## src/rtl/burst_skip_pkg.sv

```systemverilog
package burst_skip_pkg;
  typedef enum logic [1:0] {
    ST_NORMAL = 2'd0,
    ST_ON     = 2'd1,
    ST_OFF    = 2'd2
  } burst_st_e;
endpackage

```

## src/rtl/burst_skip_map.sv

```systemverilog
module burst_skip_map #(
  parameter int LOAD_W = 12,
  parameter int NUM_BP = 3,
  localparam int SKIP_W = $clog2(NUM_BP + 1)
) (
  input  logic [LOAD_W-1:0]        load_i,
  input  logic [NUM_BP*LOAD_W-1:0] bp_i,
  output logic [SKIP_W-1:0]        skip_o
);
  logic [NUM_BP-1:0] below;

  for (genvar k = 0; k < NUM_BP; k++) begin : g_cmp
    assign below[k] = load_i < bp_i[k*LOAD_W +: LOAD_W];
  end

  // order of breakpoints is irrelevant: count how many lie above the load
  always_comb begin
    skip_o = '0;
    for (int k = 0; k < NUM_BP; k++) skip_o = skip_o + SKIP_W'(below[k]);
  end
endmodule

```

## src/rtl/burst_entry_qual.sv

```systemverilog
module burst_entry_qual #(
  parameter int ENTRY_CNT = 4,
  parameter int LOCK_W    = 8,
  localparam int CNT_W    = $clog2(ENTRY_CNT + 1)
) (
  input  logic              clk_i,
  input  logic              rst_ni,
  input  logic              zc_i,
  input  logic              qual_i,
  input  logic              in_burst_i,
  input  logic              uv_i,
  input  logic [LOCK_W-1:0] lockout_i,
  output logic              enter_o
);
  logic [CNT_W-1:0]  cnt_q;
  logic [LOCK_W-1:0] lock_q;
  logic              locked;

  assign locked  = lock_q != '0;
  assign enter_o = zc_i && qual_i && !locked && !in_burst_i && !uv_i &&
                   (cnt_q == CNT_W'(ENTRY_CNT - 1));

  always_ff @(posedge clk_i or negedge rst_ni) begin
    if (!rst_ni) begin
      cnt_q  <= '0;
      lock_q <= '0;
    end else begin
      if (uv_i && in_burst_i)     lock_q <= lockout_i;
      else if (zc_i && locked)    lock_q <= lock_q - 1'b1;

      if (uv_i || in_burst_i)                cnt_q <= '0;
      else if (zc_i) begin
        if (locked || !qual_i || enter_o)    cnt_q <= '0;
        else                                 cnt_q <= cnt_q + 1'b1;
      end
    end
  end
endmodule

```

## src/rtl/burst_seq.sv

```systemverilog
module burst_seq
  import burst_skip_pkg::*;
#(
  parameter int SKIP_W = 2
) (
  input  logic              clk_i,
  input  logic              rst_ni,
  input  logic              zc_i,
  input  logic              enter_i,
  input  logic              exit_i,
  input  logic              uv_i,
  input  logic [SKIP_W-1:0] skip_i,
  output logic              in_burst_o,
  output logic              pwm_en_o,
  output logic              freeze_o,
  output logic [SKIP_W-1:0] skip_cnt_o
);
  burst_st_e         st_q;
  logic [SKIP_W-1:0] rem_q, skip_q;
  logic              gate_q, gate_d1_q;

  assign in_burst_o = st_q != ST_NORMAL;
  assign skip_cnt_o = skip_q;
  // off: freeze leads pwm drop by one clock; on: freeze trails pwm rise by one
  assign pwm_en_o   = gate_q | gate_d1_q;
  assign freeze_o   = !(gate_q & gate_d1_q);

  always_ff @(posedge clk_i or negedge rst_ni) begin
    if (!rst_ni) begin
      st_q      <= ST_NORMAL;
      rem_q     <= '0;
      skip_q    <= '0;
      gate_q    <= 1'b1;
      gate_d1_q <= 1'b1;
    end else begin
      gate_d1_q <= gate_q;
      if (in_burst_o && uv_i) begin
        st_q   <= ST_NORMAL;
        gate_q <= 1'b1;
        skip_q <= '0;
        rem_q  <= '0;
      end else if (zc_i) begin
        unique case (st_q)
          ST_NORMAL, ST_ON: begin
            if (st_q == ST_ON && exit_i) begin
              st_q   <= ST_NORMAL;
              gate_q <= 1'b1;
              skip_q <= '0;
            end else if (st_q == ST_ON || enter_i) begin
              skip_q <= skip_i;
              if (skip_i != '0) begin
                st_q   <= ST_OFF;
                gate_q <= 1'b0;
                rem_q  <= skip_i - 1'b1;
              end else begin
                st_q   <= ST_ON;
                gate_q <= 1'b1;
              end
            end
          end
          ST_OFF: begin
            if (exit_i) begin
              st_q   <= ST_NORMAL;
              gate_q <= 1'b1;
              skip_q <= '0;
              rem_q  <= '0;
            end else if (rem_q != '0) begin
              rem_q <= rem_q - 1'b1;
            end else begin
              st_q   <= ST_ON;
              gate_q <= 1'b1;
            end
          end
          default: st_q <= ST_NORMAL;
        endcase
      end
    end
  end
endmodule

```

## src/rtl/burst_skip_ctrl.sv

```systemverilog
module burst_skip_ctrl #(
  parameter int LOAD_W    = 12,
  parameter int NUM_BP    = 3,
  parameter int ENTRY_CNT = 4,
  parameter int LOCK_W    = 8,
  localparam int SKIP_W   = $clog2(NUM_BP + 1)
) (
  input  logic                     clk_i,
  input  logic                     rst_ni,
  input  logic                     zc_i,
  input  logic [LOAD_W-1:0]        load_i,
  input  logic                     uv_i,
  input  logic                     burst_en_i,
  input  logic [LOAD_W-1:0]        enter_th_i,
  input  logic [LOAD_W-1:0]        exit_th_i,
  input  logic [NUM_BP*LOAD_W-1:0] bp_i,
  input  logic [LOCK_W-1:0]        lockout_i,
  output logic                     pwm_en_o,
  output logic                     freeze_o,
  output logic                     burst_o,
  output logic [SKIP_W-1:0]        skip_cnt_o
);
  logic [SKIP_W-1:0] skip_n;
  logic              qual, exit_req, enter, in_burst;

  assign qual     = burst_en_i && (load_i < enter_th_i);
  assign exit_req = !burst_en_i || (load_i > exit_th_i);
  assign burst_o  = in_burst;

  burst_skip_map #(.LOAD_W(LOAD_W), .NUM_BP(NUM_BP)) u_map (
    .load_i (load_i),
    .bp_i   (bp_i),
    .skip_o (skip_n)
  );

  burst_entry_qual #(.ENTRY_CNT(ENTRY_CNT), .LOCK_W(LOCK_W)) u_qual (
    .clk_i      (clk_i),
    .rst_ni     (rst_ni),
    .zc_i       (zc_i),
    .qual_i     (qual),
    .in_burst_i (in_burst),
    .uv_i       (uv_i),
    .lockout_i  (lockout_i),
    .enter_o    (enter)
  );

  burst_seq #(.SKIP_W(SKIP_W)) u_seq (
    .clk_i      (clk_i),
    .rst_ni     (rst_ni),
    .zc_i       (zc_i),
    .enter_i    (enter),
    .exit_i     (exit_req),
    .uv_i       (uv_i),
    .skip_i     (skip_n),
    .in_burst_o (in_burst),
    .pwm_en_o   (pwm_en_o),
    .freeze_o   (freeze_o),
    .skip_cnt_o (skip_cnt_o)
  );
endmodule

```

## config.mk

```make
export PLATFORM = sky130hd
export DESIGN_NAME = burst_skip_ctrl
export DESIGN_NICKNAME = d
export VERILOG_FILES = /design/src/rtl/burst_skip_pkg.sv /design/src/rtl/burst_skip_map.sv /design/src/rtl/burst_entry_qual.sv /design/src/rtl/burst_seq.sv /design/src/rtl/burst_skip_ctrl.sv
export SDC_FILE = /design/constraint.sdc
export NUM_CORES = 1
export LEC_CHECK = 0
export BUFFER_PORTS_ARGS = -buffer_cell sky130_fd_sc_hd__buf_2
export CAP_MARGIN = 20
export CORE_AREA = 2 2 75 77
export DETAILED_ROUTE_END_ITERATION = 12
export DIE_AREA = 0 0 77 79
export PLACE_DENSITY = 0.77
export SLEW_MARGIN = 20
export SYNTH_ARGS = -nofsm -noshare
export SYNTH_HDL_FRONTEND = slang
export SYNTH_SLANG_ARGS = --single-unit
```

## constraint.sdc

```tcl
create_clock -name clk_i -period 3.3 [get_ports clk_i]
set_input_delay 0.165 -clock clk_i [delete_from_list [all_inputs] [get_ports clk_i]]
set_output_delay 0.165 -clock clk_i [all_outputs]
set_load 0.03 [all_outputs]
```

Word-level counts from Yosys, hierarchy flattened
Cells that the tools add are included. Widths: inputs -> output; s select.

Flip-flop bits (word level): 19. Bits in latches: 0. RAM bits: 0. ROM bits: 0. Bits of input ports: 85. Output and inout bits: 5. Word-level logic and storage cells: 99. Memories kept: 0.

Add/sub/neg operators: 6. Multiply operators: 0. Div/mod/pow operators: 0. $lt $le $gt $ge: 5. Eq/ne operators: 10. Shifts and indexed selects: 0. Mux-type cells: 35. Bitwise operators: 2. Reductions and logical operators: 34.

Operator list (count): $lt 12x12->1 (4); $mux 2 (19); $mux 8 (2); $gt 12x12->1 (1); $pmux 2 s2 (3); $reduce_bool 2->1 (6); $logic_and 1x1->1 (9); $mux 3 (3); $ne 3x2->1 const B (3); $ne 4x2->1 const B (2); $reduce_and 4->1 (2); $reduce_bool 8->1 (1); $sub 8x1->8 const B (1); $mux 1 (7); $logic_not 1->1 (6); $reduce_and 6->1 (1); $logic_or 1x1->1 (5); $ne 4x3->1 const B (1); $sub 2x1->2 const B (2); $add 3x1->3 const B (1); $eq 3x2->1 const B (1); $ne 3x3->1 const B (1); $reduce_and 3->1 (1); $reduce_bool 3->1 (1); 9 further kinds (9).

Logic depth before layout (Yosys ltp)
Gate-level depths: netlist of run 1.

Word-level depth: 13. Mapped depth: 15. Gate-level depth less buffers: 15.

Hierarchy
Synthesis of run 1 repeated with hierarchy kept, for this count alone.

Cell total of the unflattened synthesis: 321. Area total of the unflattened synthesis: 2645.0 µm².

Modules (own cells, without submodules): burst_skip_map (times used 1, cells an instance 106, area each 845.8 µm², seq. area each 0.0 µm²); burst_entry_qual (times used 1, cells an instance 72, area each 654.4 µm², seq. area each 275.3 µm²); burst_skip_ctrl (times used 1, cells an instance 79, area each 578.1 µm², seq. area each 0.0 µm²); burst_seq (times used 1, cells an instance 64, area each 566.8 µm², seq. area each 202.7 µm²).

Least setup slack after synthesis of run 1
Ideal clock, no wire load.

Path kind: input port to flip-flop. Start: input port bp_i[7]. End: register u_seq.rem_q[1]. Arrival: 2.953 ns. Required time: 3.175 ns. Setup slack: 0.222 ns. Cell stages on the path: 11. Path buffers: 0. Cell sequence: inv_1 -> ha_1 -> or3_1 -> or3b_1 -> o21ai_1 -> a21oi_1 -> fa_1 -> ha_1 -> o311a_1 -> a211o_1 -> mux2_4.

Word-level cells in the longest chain between the ends: 10. Elaborated cells on any way between the ends: 13. Those cells by class: 3 x add/sub; 1 x order compare; 1 x eq/ne; 6 x mux; 2 x reduce/logical.

Ends and longest elaborated chain: from (decl) (RTL line burst_skip_ctrl.sv:16) `input logic [NUM_BP*LOAD_W-1:0] bp_i,`; $lt 12x12->1 * (RTL line burst_skip_map.sv:13) `assign below[k] = load_i < bp_i[k*LOAD_W +: LOAD_W];`; $add 1x1->2 * (RTL line burst_skip_map.sv:19) `for (int k = 0; k < NUM_BP; k++) skip_o = skip_o + SKIP_W'(below[k]);`; $add 2x1->2 * (RTL line burst_skip_map.sv:19); $sub 2x1->2 (RTL line burst_seq.sv:54) `rem_q <= skip_i - 1'b1;`; $mux 2 (RTL line burst_seq.sv:51) `if (skip_i != '0) begin`; $mux 2 (RTL line burst_seq.sv:49) `end else if (st_q == ST_ON || enter_i) begin`; $mux 2 (RTL line burst_seq.sv:45) `if (st_q == ST_ON && exit_i) begin`; $pmux 2 s2 (RTL line burst_seq.sv:43) `unique case (st_q)`; $mux 2 (RTL line burst_seq.sv:42) `end else if (zc_i) begin`; $mux 2 (RTL line burst_seq.sv:37) `if (in_burst_o && uv_i) begin`; to (signal assigned) (RTL line burst_seq.sv:54); to (signal assigned) (RTL line burst_seq.sv:68) `rem_q <= rem_q - 1'b1;`; to (decl) (RTL line burst_seq.sv:19) `logic [SKIP_W-1:0] rem_q, skip_q;`.

Mark *: on every way between the ends. The rest lies on a longest branch, timed or not. The select of a mux whose other input is x is not followed. A chain may end at the register's enable or synchronous reset.

Worst setup path after layout of run 1
Start: input port load_i[7]. End: register u_seq.rem_q[1].

Word-level cells in the longest chain between the ends: 10. Elaborated cells on any way between the ends: 30. Those cells by class: 3 x add/sub; 5 x order compare; 4 x eq/ne; 7 x mux; 11 x reduce/logical.

Ends and longest elaborated chain: from (decl) (RTL line burst_skip_ctrl.sv:11) `input logic [LOAD_W-1:0] load_i,`; $lt 12x12->1 (on tied branches) (RTL line burst_skip_map.sv:13, burst_skip_ctrl.sv:26); $add 1x1->2 or $logic_and 1x1->1 (tied branches) (RTL line burst_skip_map.sv:19, burst_skip_ctrl.sv:26); $add 2x1->2 or $logic_and 1x1->1 (tied branches) (RTL line burst_skip_map.sv:19, burst_entry_qual.sv:20); $sub 2x1->2 or $logic_and 1x1->1 (tied branches) (RTL line burst_seq.sv:54, burst_entry_qual.sv:20); $mux 2 or $logic_and 1x1->1 (tied branches) (RTL line burst_seq.sv:51, burst_entry_qual.sv:20); $mux 2 or $logic_and 1x1->1 (tied branches) (RTL line burst_seq.sv:49, burst_entry_qual.sv:20); $mux 2 or $logic_and 1x1->1 (tied branches) (RTL line burst_seq.sv:45, burst_entry_qual.sv:20); $pmux 2 s2 or $logic_or 1x1->1 (tied branches) (RTL line burst_seq.sv:43, burst_seq.sv:49); $mux 2 or $ne 3x2->1 (tied branches); $mux 2 or $reduce_and 6->1 (tied branches).

Parallel ways exist; a longest one is shown, timed or not. The select of a mux whose other input is x is not followed.

==> flow_metrics.env, run 1 <==
export IMPL_dp_hpwl_um=5190
export IMPL_worst_slew_pin_slew_ns=0.587
export IMPL_cts_sinks=19
export IMPL_ir_drop_mv=0.296
export IMPL_syn_nets=467
export IMPL_final_period_utilization_pct=90.5
export IMPL_fmax_ghz=0.335
export IMPL_arrival_ns=3.13
export IMPL_numCtsBuffers=3
export IMPL_slew_headroom_pct=60.5
export IMPL_max_cap_violations=0
export IMPL_critPathKind="input port to flip-flop"
export IMPL_end_kind="flip-flop"
export IMPL_crit_fanout=3
export IMPL_n_antenna_cell=0
export IMPL_rsz0062_at_grt="no"
export IMPL_rows=27
export IMPL_overflow=0
export IMPL_wl_um=5810
export IMPL_port_buffer_count=89
export IMPL_r2r_cells=9
export IMPL_crit_path_top_delay_cell="fa_1"
export IMPL_finalSetupViolations=0
export IMPL_finalCriticalPeriod_ns=2.99
export IMPL_drt_first_pass_iters=4
export IMPL_path_clk_slew_ns=0.07
export IMPL_clock_root_buffer="clkbuf_8"
export IMPL_die_w_um=77
export IMPL_ys_flop_type="dfrtp_1"
export IMPL_p_leak_nw=1.80
export IMPL_cts_tree="built"
export IMPL_synthDistinctLibCells=46
export IMPL_post_cts_buffers=0
export IMPL_core_area_um2=5340
export IMPL_num_nets_final=565
export IMPL_avgRoutedWirePerCell_um=11.9
export IMPL_fin_util_pct=59.0
export IMPL_drive_gt1_share_pct=25.7
export IMPL_antenna_left=0
export IMPL_grt_max_degree=20
export IMPL_crit_required_ns=3.44
export IMPL_start_kind="input port"
export IMPL_clock_skew_final_ns=0.00342
export IMPL_die_y_um=79
export IMPL_avgSynthCellArea_um2=7.89
export IMPL_routabilityCongestion=0.849
export IMPL_htree_num_levels=1
export IMPL_syn_cell_area_um2=2520
export IMPL_syn_to_final_growth_pct=24.7
export IMPL_vias=2497
export IMPL_synth_seq_cells=19
export IMPL_async_flop_share_pct=100
export IMPL_hold_ws_ns=0.158
export IMPL_cts_resized=0
export IMPL_critPathMaxStageDelay_ns=0.50
export IMPL_dieArea_um2=6080
export IMPL_synth_warnings=0
export IMPL_initialDrtViolationCount=182
export IMPL_p_per_area_nw_per_um2=424
export IMPL_report_final_slew_viol_count=0
export IMPL_viasPerCell=5.11
export IMPL_status="finished, final reports clean"
export IMPL_io_pins=90
export IMPL_gr_usage_all_layers_pct=19.7
export IMPL_setup_tns_ns=0
export IMPL_crit_top_cell="ha_1"
export IMPL_hp_class="input port to flip-flop"
export IMPL_ys_seq_area_share_pct=18.9
export IMPL_synth_edf_count=0
export IMPL_start_util_pct=47.3
export IMPL_netlist_instances=320
export IMPL_grt_pass1_vias=2378
export IMPL_grt_antenna_before_repair=0
export IMPL_clockBufferDepth=2
export IMPL_drc=0
export IMPL_path_cells="buf_2, ha_1, or3_1, or3b_1, o21ai_1, a21oi_1, fa_1, ha_1, o311a_1, a211o_1, mux2_4"
export IMPL_clk_latency_ns=0.25
export IMPL_hold_path_depth=3
export IMPL_hold_viol_final=0
export IMPL_grt_pass1_wl_um=9880
-- critical path, delay by kind of cell --
family	cells	cell delay (ns)
buffers and inverters	1	0.12
AOI/OAI and AO/OA	4	0.82
muxes	1	0.30
and+or+nand+nor	2	0.78
adders and majority gates	3	0.92
-- Yosys cell counts (all sizes together), types with 3 or more instances --
cell type	count	area (µm²)
a21oi	27	135
ha	61	763
o21ai	22	110
xnor2	4	35.0
nor3	5	25.0
dfrtp	17	425
or3	3	18.8
nor2	23	86.3
clkbuf	3	11.3
nand2b	4	25.0
inv	68	255
o21a	3	22.5
o22ai	3	18.8
a211oi	5	42.5
a21o	6	45.0
nor4	3	33.8
nand2	18	67.6
nand4	5	31.3
nor2b	7	43.8
-- state kept, by name, summed over array words and instances (netlist names) --
| register | flops |
|---|---|
| u_seq.st_q | 2 |
| u_seq.gate_q | 1 |
| u_qual.lock_q | 8 |
| u_seq.rem_q | 2 |
| u_seq.gate_d1_q | 1 |
| u_qual.cnt_q | 3 |
| u_seq.skip_cnt_o | 2 |
-- path summary, 6_finish.rpt --
path,start,slack (ns),to
setup reg to reg,u_qual.lock_q[0]$_DFFE_PN0P_,0.80,u_seq.rem_q[1]$_DFFE_PN0P_
setup / recovery,load_i[7],0.31,u_seq.rem_q[1]$_DFFE_PN0P_
min in group asynchronous,rst_ni,0.39,u_qual.lock_q[6]$_DFFE_PN0P_
hold reg to reg,u_seq.gate_q$_DFFE_PN1P_,0.40,u_seq.gate_d1_q$_DFF_PN1_
max in group asynchronous,rst_ni,2.58,u_seq.gate_d1_q$_DFF_PN1_
hold / removal,lockout_i[0],0.16,u_qual.lock_q[0]$_DFFE_PN0P_
-- placed cells by master (no fill, tap or decap), types with 3 or more instances in the layout --
cell,count
dfrtp_1,17
inv_1,67
o22ai_1,3
a211oi_1,4
o21a_1,3
nor2b_1,7
clkbuf_8,3
buf_2,89
nand2_1,18
o21ai_0,7
a21oi_1,27
buf_4,6
xnor2_1,4
nor3_1,5
nand2b_1,4
or3_1,3
nand4_1,5
a21o_1,6
o21ai_1,15
ha_1,61
nor2_1,23
-- where the power goes --
group / switching (mW) / total, mW / leakage, nW / internal (mW)
sequential: 0.0995 / 0.437 / 0.228 / 0.338
combinational: 0.398 / 0.736 / 1.54 / 0.338
clock: 0.0774 / 0.163 / 0.0228 / 0.0858
-- routing by layer --
metal	global-route usage, %	part of all wire (%)	vias up
li1	-	-	1295
met1	24.0	44	1121
met2	36.8	49	75
met3	2.39	5.3	6
met4	5.36	1.1	0
met5	0	0	-
-- metrics by stage --
stage	worst slack, ns	instances	cell area (µm²)	total power, mW
3_3_place_gp	0.0867	484	3090	1.15
6_report	0.314	489	3150	1.34
2_1_floorplan	0.222	320	2520	0.952
4_1_cts	0.308	489	3150	1.35
5_1_grt	0.106	489	3150	1.46
3_5_place_dp	0.0294	484	3090	1.18
-- final cells by class --
| cell class | instances | area, µm² |
|---|---|---|
| Multi-Input combinational cell | 230 | 1780 |
| Tap cell | 72 | 90.1 |
| Sequential cell | 19 | 478 |
| Inverter | 68 | 255 |
| Timing Repair Buffer | 96 | 500 |
| Clock buffer | 4 | 45.0 |
| Fill cell | 512 | 2190 |
-- logic make-up after synthesis --
group	synth area share, %
compound gates	20.2
xor+xnor	2.08
fa+ha+maj	31.0
buf+inv	10.6
flops	18.9
mux	1.39
simple gates	15.9
-- timing repair --
action                                 CTS  global route
hold buffers                             1             0
endpoints found under the hold margin   17             0
setup endpoints to repair                0             0
Power figures use the tool's default switching activity.
==> run 2: changes to the inputs <==
--- a/config.mk
+++ b/config.mk
@@ -5,9 +5,10 @@
 export SDC_FILE = /design/constraint.sdc
 export NUM_CORES = 1
 export LEC_CHECK = 0
-export BUFFER_PORTS_ARGS = -buffer_cell sky130_fd_sc_hd__buf_2
+export BUFFER_PORTS_ARGS = -buffer_cell sky130_fd_sc_hd__clkbuf_2
 export CAP_MARGIN = 20
 export CORE_AREA = 2 2 75 77
+export CTS_CLUSTER_SIZE = 20
 export DETAILED_ROUTE_END_ITERATION = 12
 export DIE_AREA = 0 0 77 79
 export PLACE_DENSITY = 0.77
@@ -15,3 +16,4 @@
 export SYNTH_ARGS = -nofsm -noshare
 export SYNTH_HDL_FRONTEND = slang
 export SYNTH_SLANG_ARGS = --single-unit
+export TNS_END_PERCENT = 30
==> run 2 against run 1 <==
Die area is the same. Combinational power grew 0.8%. Design area is essentially flat. Via count grew 0.60%. Worst hold slack lost 0.011 ns. Register-to-register slack is essentially flat. Critical path depth is the same. Sequential share of layout area is essentially flat. Critical path type unchanged. Critical endpoint unchanged. Largest power group unchanged.
==> flow_metrics.env, run 2 (same netlist as run 1, synthesis figures left out) <==
export IMPL_critPathMaxStageDelay_ns=0.49
export IMPL_largest_reg_flops=8
export IMPL_crit_cells=11
export IMPL_slew_headroom_pct=59.1
export IMPL_clock_skew_final_ns=0.00114
export IMPL_grt_max_degree=20
export IMPL_r2r_start="u_qual.lock_q[0]$_DFFE_PN0P_"
export IMPL_r2r_cells=9
export IMPL_core_area_um2=5340
export IMPL_io_pins=90
export IMPL_crit_path_top_delay_cell="fa_1"
export IMPL_die_w_um=77
export IMPL_cts_sinks=19
export IMPL_dieArea_um2=6080
export IMPL_top_regs="u_qual.lock_q (8), u_qual.cnt_q (3)"
export IMPL_initialDrtViolationCount=98
export IMPL_fmax_ghz=0.335
export IMPL_max_cap_violations=0
export IMPL_pre_cts_ws_ns=0.0364
export IMPL_end_kind="flip-flop"
export IMPL_path_cells="clkbuf_2, ha_1, or3_1, or3b_1, o21ai_1, a21oi_1, fa_1, ha_1, o311a_1, a211o_1, mux2_4"
export IMPL_hold_end="u_qual.lock_q[2]$_DFFE_PN0P_"
export IMPL_path_clk_slew_ns=0.08
export IMPL_viasPerCell=5.14
export IMPL_arrival_ns=3.13
export IMPL_gr_usage_all_layers_pct=20.1
export IMPL_cts_tree="built"
export IMPL_grt_pass1_wl_um=10100
export IMPL_routabilityCongestion=0.828
export IMPL_final_cell_mix="89 x clkbuf_2, 67 x inv_1, 61 x ha_1, 27 x a21oi_1, 23 x nor2_1"
export IMPL_overflow=0
export IMPL_r2r_end="u_seq.rem_q[1]$_DFFE_PN0P_"
export IMPL_ir_drop_mv=0.234
export IMPL_numCtsBuffers=3
export IMPL_start_util_pct=47.3
export IMPL_hp_start="lockout_i[2]"
export IMPL_fin_cells=489
export IMPL_rows=27
export IMPL_p_leak_nw=1.82
export IMPL_path_delay_family="adder cells"
export IMPL_hold_viol_final=0
export IMPL_hold_path_depth=3
export IMPL_dp_hpwl_um=5170
export IMPL_worst_slew_pin_slew_ns=0.608
export IMPL_largest_register="u_qual.lock_q"
export IMPL_crit_buf_inv=1
export IMPL_rsz0062_at_grt="no"
export IMPL_start_kind="input port"
export IMPL_r2r_slack_ns=0.81
export IMPL_port_buffer_count=89
export IMPL_finalSetupViolations=0
export IMPL_final_cell_area_um2=3150
export IMPL_critPathKind="input port to flip-flop"
export IMPL_n_antenna_cell=0
export IMPL_num_nets_final=565
export IMPL_report_final_slew_viol_count=0
export IMPL_antenna_left=0
export IMPL_post_cts_buffers=0
export IMPL_vias=2512
export IMPL_syn_to_final_growth_pct=24.8
export IMPL_hp_class="input port to flip-flop"
export IMPL_drc=0
export IMPL_crit_fanout=3
export IMPL_cts_hold_fix_buffers=1
export IMPL_placed_area_um2=3090
export IMPL_crit_required_ns=3.45
export IMPL_cts_resized=0
export IMPL_p_per_area_nw_per_um2=428
export IMPL_wl_um=5860
export IMPL_htree_num_levels=1
export IMPL_grt_antenna_before_repair=0
export IMPL_clockBufferDepth=2
export IMPL_clock_root_buffer="clkbuf_8"
export IMPL_die_y_um=79
export IMPL_drive_gt1_share_pct=25.9
export IMPL_grt_pass1_vias=2471
export IMPL_final_period_utilization_pct=90.4
export IMPL_setup_tns_ns=0
export IMPL_drt_first_pass_iters=4
export IMPL_final_common_cell="clkbuf_2"
export IMPL_status="finished, final reports clean"
export IMPL_setup_slack_ns=0.317
export IMPL_hold_ws_ns=0.147
export IMPL_dp_cells=484
export IMPL_avgRoutedWirePerCell_um=12.0
export IMPL_finalCriticalPeriod_ns=2.98
export IMPL_crit_top_cell="ha_1"
export IMPL_clk_latency_ns=0.26
run 2: cell count changes in the layout (fill, tap and decap cells not counted), sizes merged:
cell	change
clkbuf	+88
clkinv	+1
buf	-89
run 2: worst max path at each step:
stage / from / to / slack, ns
finish: load_i[8] / u_seq.rem_q[1]$_DFFE_PN0P_ / 0.32
global route: load_i[8] / u_seq.rem_q[1]$_DFFE_PN0P_ / 0.16
CTS: load_i[8] / u_seq.rem_q[1]$_DFFE_PN0P_ / 0.31
detailed placement: load_i[8] / u_seq.rem_q[1]$_DFFE_PN0P_ / 0.04
global placement: load_i[7] / u_seq.rem_q[1]$_DFFE_PN0P_ / 0.09
floorplan: bp_i[7] / u_seq.rem_q[1]$_DFFE_PN0P_ / 0.22
run 2: cell type report:
class	count	area [µm²]
Tap cell	72	90.1
Sequential cell	19	478
Inverter	68	255
Multi-Input combinational cell	230	1780
Clock inverter	1	5.00
Timing Repair Buffer	96	500
Fill cell	507	2190
Clock buffer	3	41.3
run 2: metrics by stage:
stage | util [%] | power (mW)
3_5_place_dp | 58.0 | 1.18
4_1_cts | 59.0 | 1.35
2_1_floorplan | - | 0.952
3_3_place_gp | 58.0 | 1.15
5_1_grt | 59.0 | 1.46
6_report | 59.0 | 1.35
run 2: power by group:
part           switching, mW  leakage, nW  internal, mW
clock                 0.0850       0.0255        0.0841
combinational          0.405         1.56         0.337
sequential             0.101        0.228         0.337
run 2: worst register-to-register path: cells and delay by family (launching register included):
| kind | cells | cell delay (ns) |
|---|---|---|
| AO/OA/AOI/OAI | 3 | 0.71 |
| buffers and inverters | 1 | 0.08 |
| adder cells (fa/ha/maj) | 1 | 0.17 |
| AND/OR/NAND/NOR | 3 | 0.72 |
| flip-flops | 1 | 0.38 |
| multiplexers | 1 | 0.30 |
run 2: per-layer routing:
metal | vias up | track usage (%) | part of all wire [%]
met2 | 85 | 37.4 | 47
li1 | 1297 | - | -
met5 | - | 0 | 0
met1 | 1117 | 23.8 | 45
met4 | 0 | 6.79 | 2.2
met3 | 13 | 2.73 | 5.7
==> run 3: changes to the inputs <==
--- a/config.mk
+++ b/config.mk
@@ -7,11 +7,12 @@
 export LEC_CHECK = 0
 export BUFFER_PORTS_ARGS = -buffer_cell sky130_fd_sc_hd__clkbuf_2
 export CAP_MARGIN = 20
-export CORE_AREA = 2 2 75 77
+export CORE_AREA = 2 2 74 76
 export CTS_CLUSTER_SIZE = 20
 export DETAILED_ROUTE_END_ITERATION = 12
-export DIE_AREA = 0 0 77 79
-export PLACE_DENSITY = 0.77
+export DIE_AREA = 0 0 76 78
+export GPL_ROUTABILITY_DRIVEN = 0
+export PLACE_DENSITY = 0.78
 export SLEW_MARGIN = 20
 export SYNTH_ARGS = -nofsm -noshare
 export SYNTH_HDL_FRONTEND = slang
==> run 3 against run 2 <==
Sequential power about the same. Design area down 0.36%. Clock power down 3%. Flip-flop and latch count did not move.
==> flow_metrics.env, run 3 (same netlist as run 1, synthesis figures left out) <==
export IMPL_final_cell_mix="89 x clkbuf_2, 67 x inv_1, 61 x ha_1, 27 x a21oi_1, 23 x nor2_1"
export IMPL_drt_first_pass_iters=4
export IMPL_dieArea_um2=5930
export IMPL_critPathMaxStageDelay_ns=0.52
export IMPL_drive_gt1_share_pct=25.5
export IMPL_antenna_left=0
export IMPL_numCtsBuffers=3
export IMPL_finalCriticalPeriod_ns=3.08
export IMPL_internal_power_uw=759
export IMPL_grt_antenna_before_repair=0
export IMPL_vias=2525
export IMPL_r2r_slack_ns=0.80
export IMPL_status="finished, final reports clean"
export IMPL_hp_class="input port to flip-flop"
export IMPL_hold_ws_ns=0.151
export IMPL_rows=26
export IMPL_crit_buf_inv=1
export IMPL_start_kind="input port"
export IMPL_largest_reg_flops=8
export IMPL_setup_tns_ns=0
export IMPL_report_final_slew_viol_count=0
export IMPL_dp_hpwl_um=5190
export IMPL_p_sw_share_pct=43.4
export IMPL_die_y_um=78
export IMPL_n_antenna_cell=0
export IMPL_fmax_ghz=0.325
export IMPL_finalSetupViolations=0
export IMPL_final_period_utilization_pct=93.3
export IMPL_drc=0
export IMPL_die_w_um=76
export IMPL_cts_resized=0
export IMPL_path_clk_slew_ns=0.07
export IMPL_r2r_cells=9
export IMPL_rsz0062_at_grt="no"
export IMPL_largest_register="u_qual.lock_q"
export IMPL_p_per_area_nw_per_um2=427
export IMPL_path_cells="clkbuf_2, ha_1, or3_1, or3b_1, o21ai_1, a21oi_1, fa_1, ha_1, o311a_1, a211o_1, mux2_4"
export IMPL_cts_tree="built"
export IMPL_switchingPower_uw=581
export IMPL_hold_end="u_qual.lock_q[6]$_DFFE_PN0P_"
export IMPL_max_cap_violations=0
export IMPL_grt_pass1_vias=2420
export IMPL_crit_path_top_delay_cell="fa_1"
export IMPL_core_area_um2=5040
export IMPL_share_comb_of_total_power_pct=55.1
export IMPL_hold_viol_final=0
export IMPL_crit_top_cell="ha_1"
export IMPL_wl_um=5830
export IMPL_num_fill_cells=449
export IMPL_clk_latency_ns=0.26
export IMPL_syn_to_final_growth_pct=24.3
export IMPL_hold_path_depth=3
export IMPL_avgRoutedWirePerCell_um=12.0
export IMPL_overflow=0
export IMPL_r2r_end="u_seq.rem_q[1]$_DFFE_PN0P_"
export IMPL_hp_start="lockout_i[6]"
export IMPL_initialDrtViolationCount=134
export IMPL_r2r_start="u_qual.lock_q[0]$_DFFE_PN0P_"
export IMPL_port_buffer_count=89
export IMPL_fin_util_pct=62.3
export IMPL_setup_slack_ns=0.223
export IMPL_path_delay_family="adder cells"
export IMPL_start_util_pct=50.1
export IMPL_worst_slew_pin_slew_ns=0.611
export IMPL_critPathKind="input port to flip-flop"
export IMPL_htree_num_levels=1
export IMPL_clock_skew_final_ns=0.00294
export IMPL_end_kind="flip-flop"
export IMPL_ir_drop_mv=0.279
export IMPL_cts_hold_fix_buffers=1
export IMPL_slew_headroom_pct=58.9
export IMPL_clock_power_share_pct=12.2
export IMPL_top_regs="u_qual.lock_q (8), u_qual.cnt_q (3)"
export IMPL_grt_pass1_wl_um=10000
export IMPL_num_nets_final=564
export IMPL_p_leak_nw=1.81
export IMPL_pre_cts_ws_ns=-0.0318
export IMPL_crit_required_ns=3.45
export IMPL_grt_max_degree=20
export IMPL_gr_usage_all_layers_pct=20.2
export IMPL_io_pins=90
export IMPL_pwr_share_seq_pct=32.7
export IMPL_viasPerCell=5.20
export IMPL_cts_sinks=19
export IMPL_post_cts_buffers=0
export IMPL_arrival_ns=3.23
export IMPL_clock_root_buffer="clkbuf_8"
export IMPL_crit_fanout=3
export IMPL_clockBufferDepth=2
export IMPL_final_common_cell="clkbuf_2"
run 3: changes by cell type in the layout (fill, tap and decap cells not counted), sizes merged:
cell,delta
clkbuf,+1
clkinv,-1
buf,-1
run 3: layout make-up:
class                   count  area, µm²  share of cell area, %
repair buffers             95        493                   15.7
flip-flops and latches     19        478                   15.2
clock buffers               4       45.0                   1.43
multi-input cells         230       1780                   56.7
well taps                  70       87.6                   2.79
inverters                  68        255                   8.13
run 3: metrics by stage:
| step | total power, mW | area, µm² | std cells |
|---|---|---|---|
| final | 1.34 | 3140 | 486 |
| after global routing | 1.46 | 3140 | 486 |
| after CTS | 1.34 | 3140 | 486 |
| after detailed placement | 1.18 | 3080 | 481 |
| after global placement | 1.15 | 3080 | 481 |
| after floorplan | 0.952 | 2520 | 320 |
run 3: worst min-delay path, cell delays in order:
cell and delay, ns:
clkbuf_2 0.08, nor2_1 0.09, a21oi_1 0.04
run 3: per-layer routing:
| layer | global-route usage, % | part of all wire, % | up-vias | routed length [µm] |
|---|---|---|---|---|
| met1 | 25.7 | 45 | 1125 | 2630 |
| met3 | 2.91 | 6.6 | 8 | 384 |
| met4 | 4.18 | 0.99 | 0 | 58 |
| li1 | - | - | 1296 | - |
| met2 | 36.4 | 47 | 96 | 2760 |
| met5 | 0 | 0 | - | 0 |
run 3: power groups by stage:
stage | Clock (mW) | Combinational (mW) | Sequential, mW
floorplan | 0 | 0.525 | 0.428
global placement | 0 | 0.712 | 0.436
detailed placement | 0 | 0.738 | 0.440
CTS | 0.162 | 0.739 | 0.437
global route | 0.173 | 0.831 | 0.456
finish | 0.164 | 0.738 | 0.438
run 3: worst max-delay path by stage:
stage	depth (start not counted)	slack, ns	from	end
finish	11	0.22	load_i[7]	u_seq.rem_q[1]$_DFFE_PN0P_
floorplan	11	0.22	bp_i[7]	u_seq.rem_q[1]$_DFFE_PN0P_
CTS	11	0.24	load_i[7]	u_seq.rem_q[1]$_DFFE_PN0P_
global placement	11	0.06	load_i[9]	u_seq.rem_q[1]$_DFFE_PN0P_
global route	14	0.12	load_i[7]	u_seq.rem_q[1]$_DFFE_PN0P_
detailed placement	11	-0.03	load_i[7]	u_seq.rem_q[1]$_DFFE_PN0P_
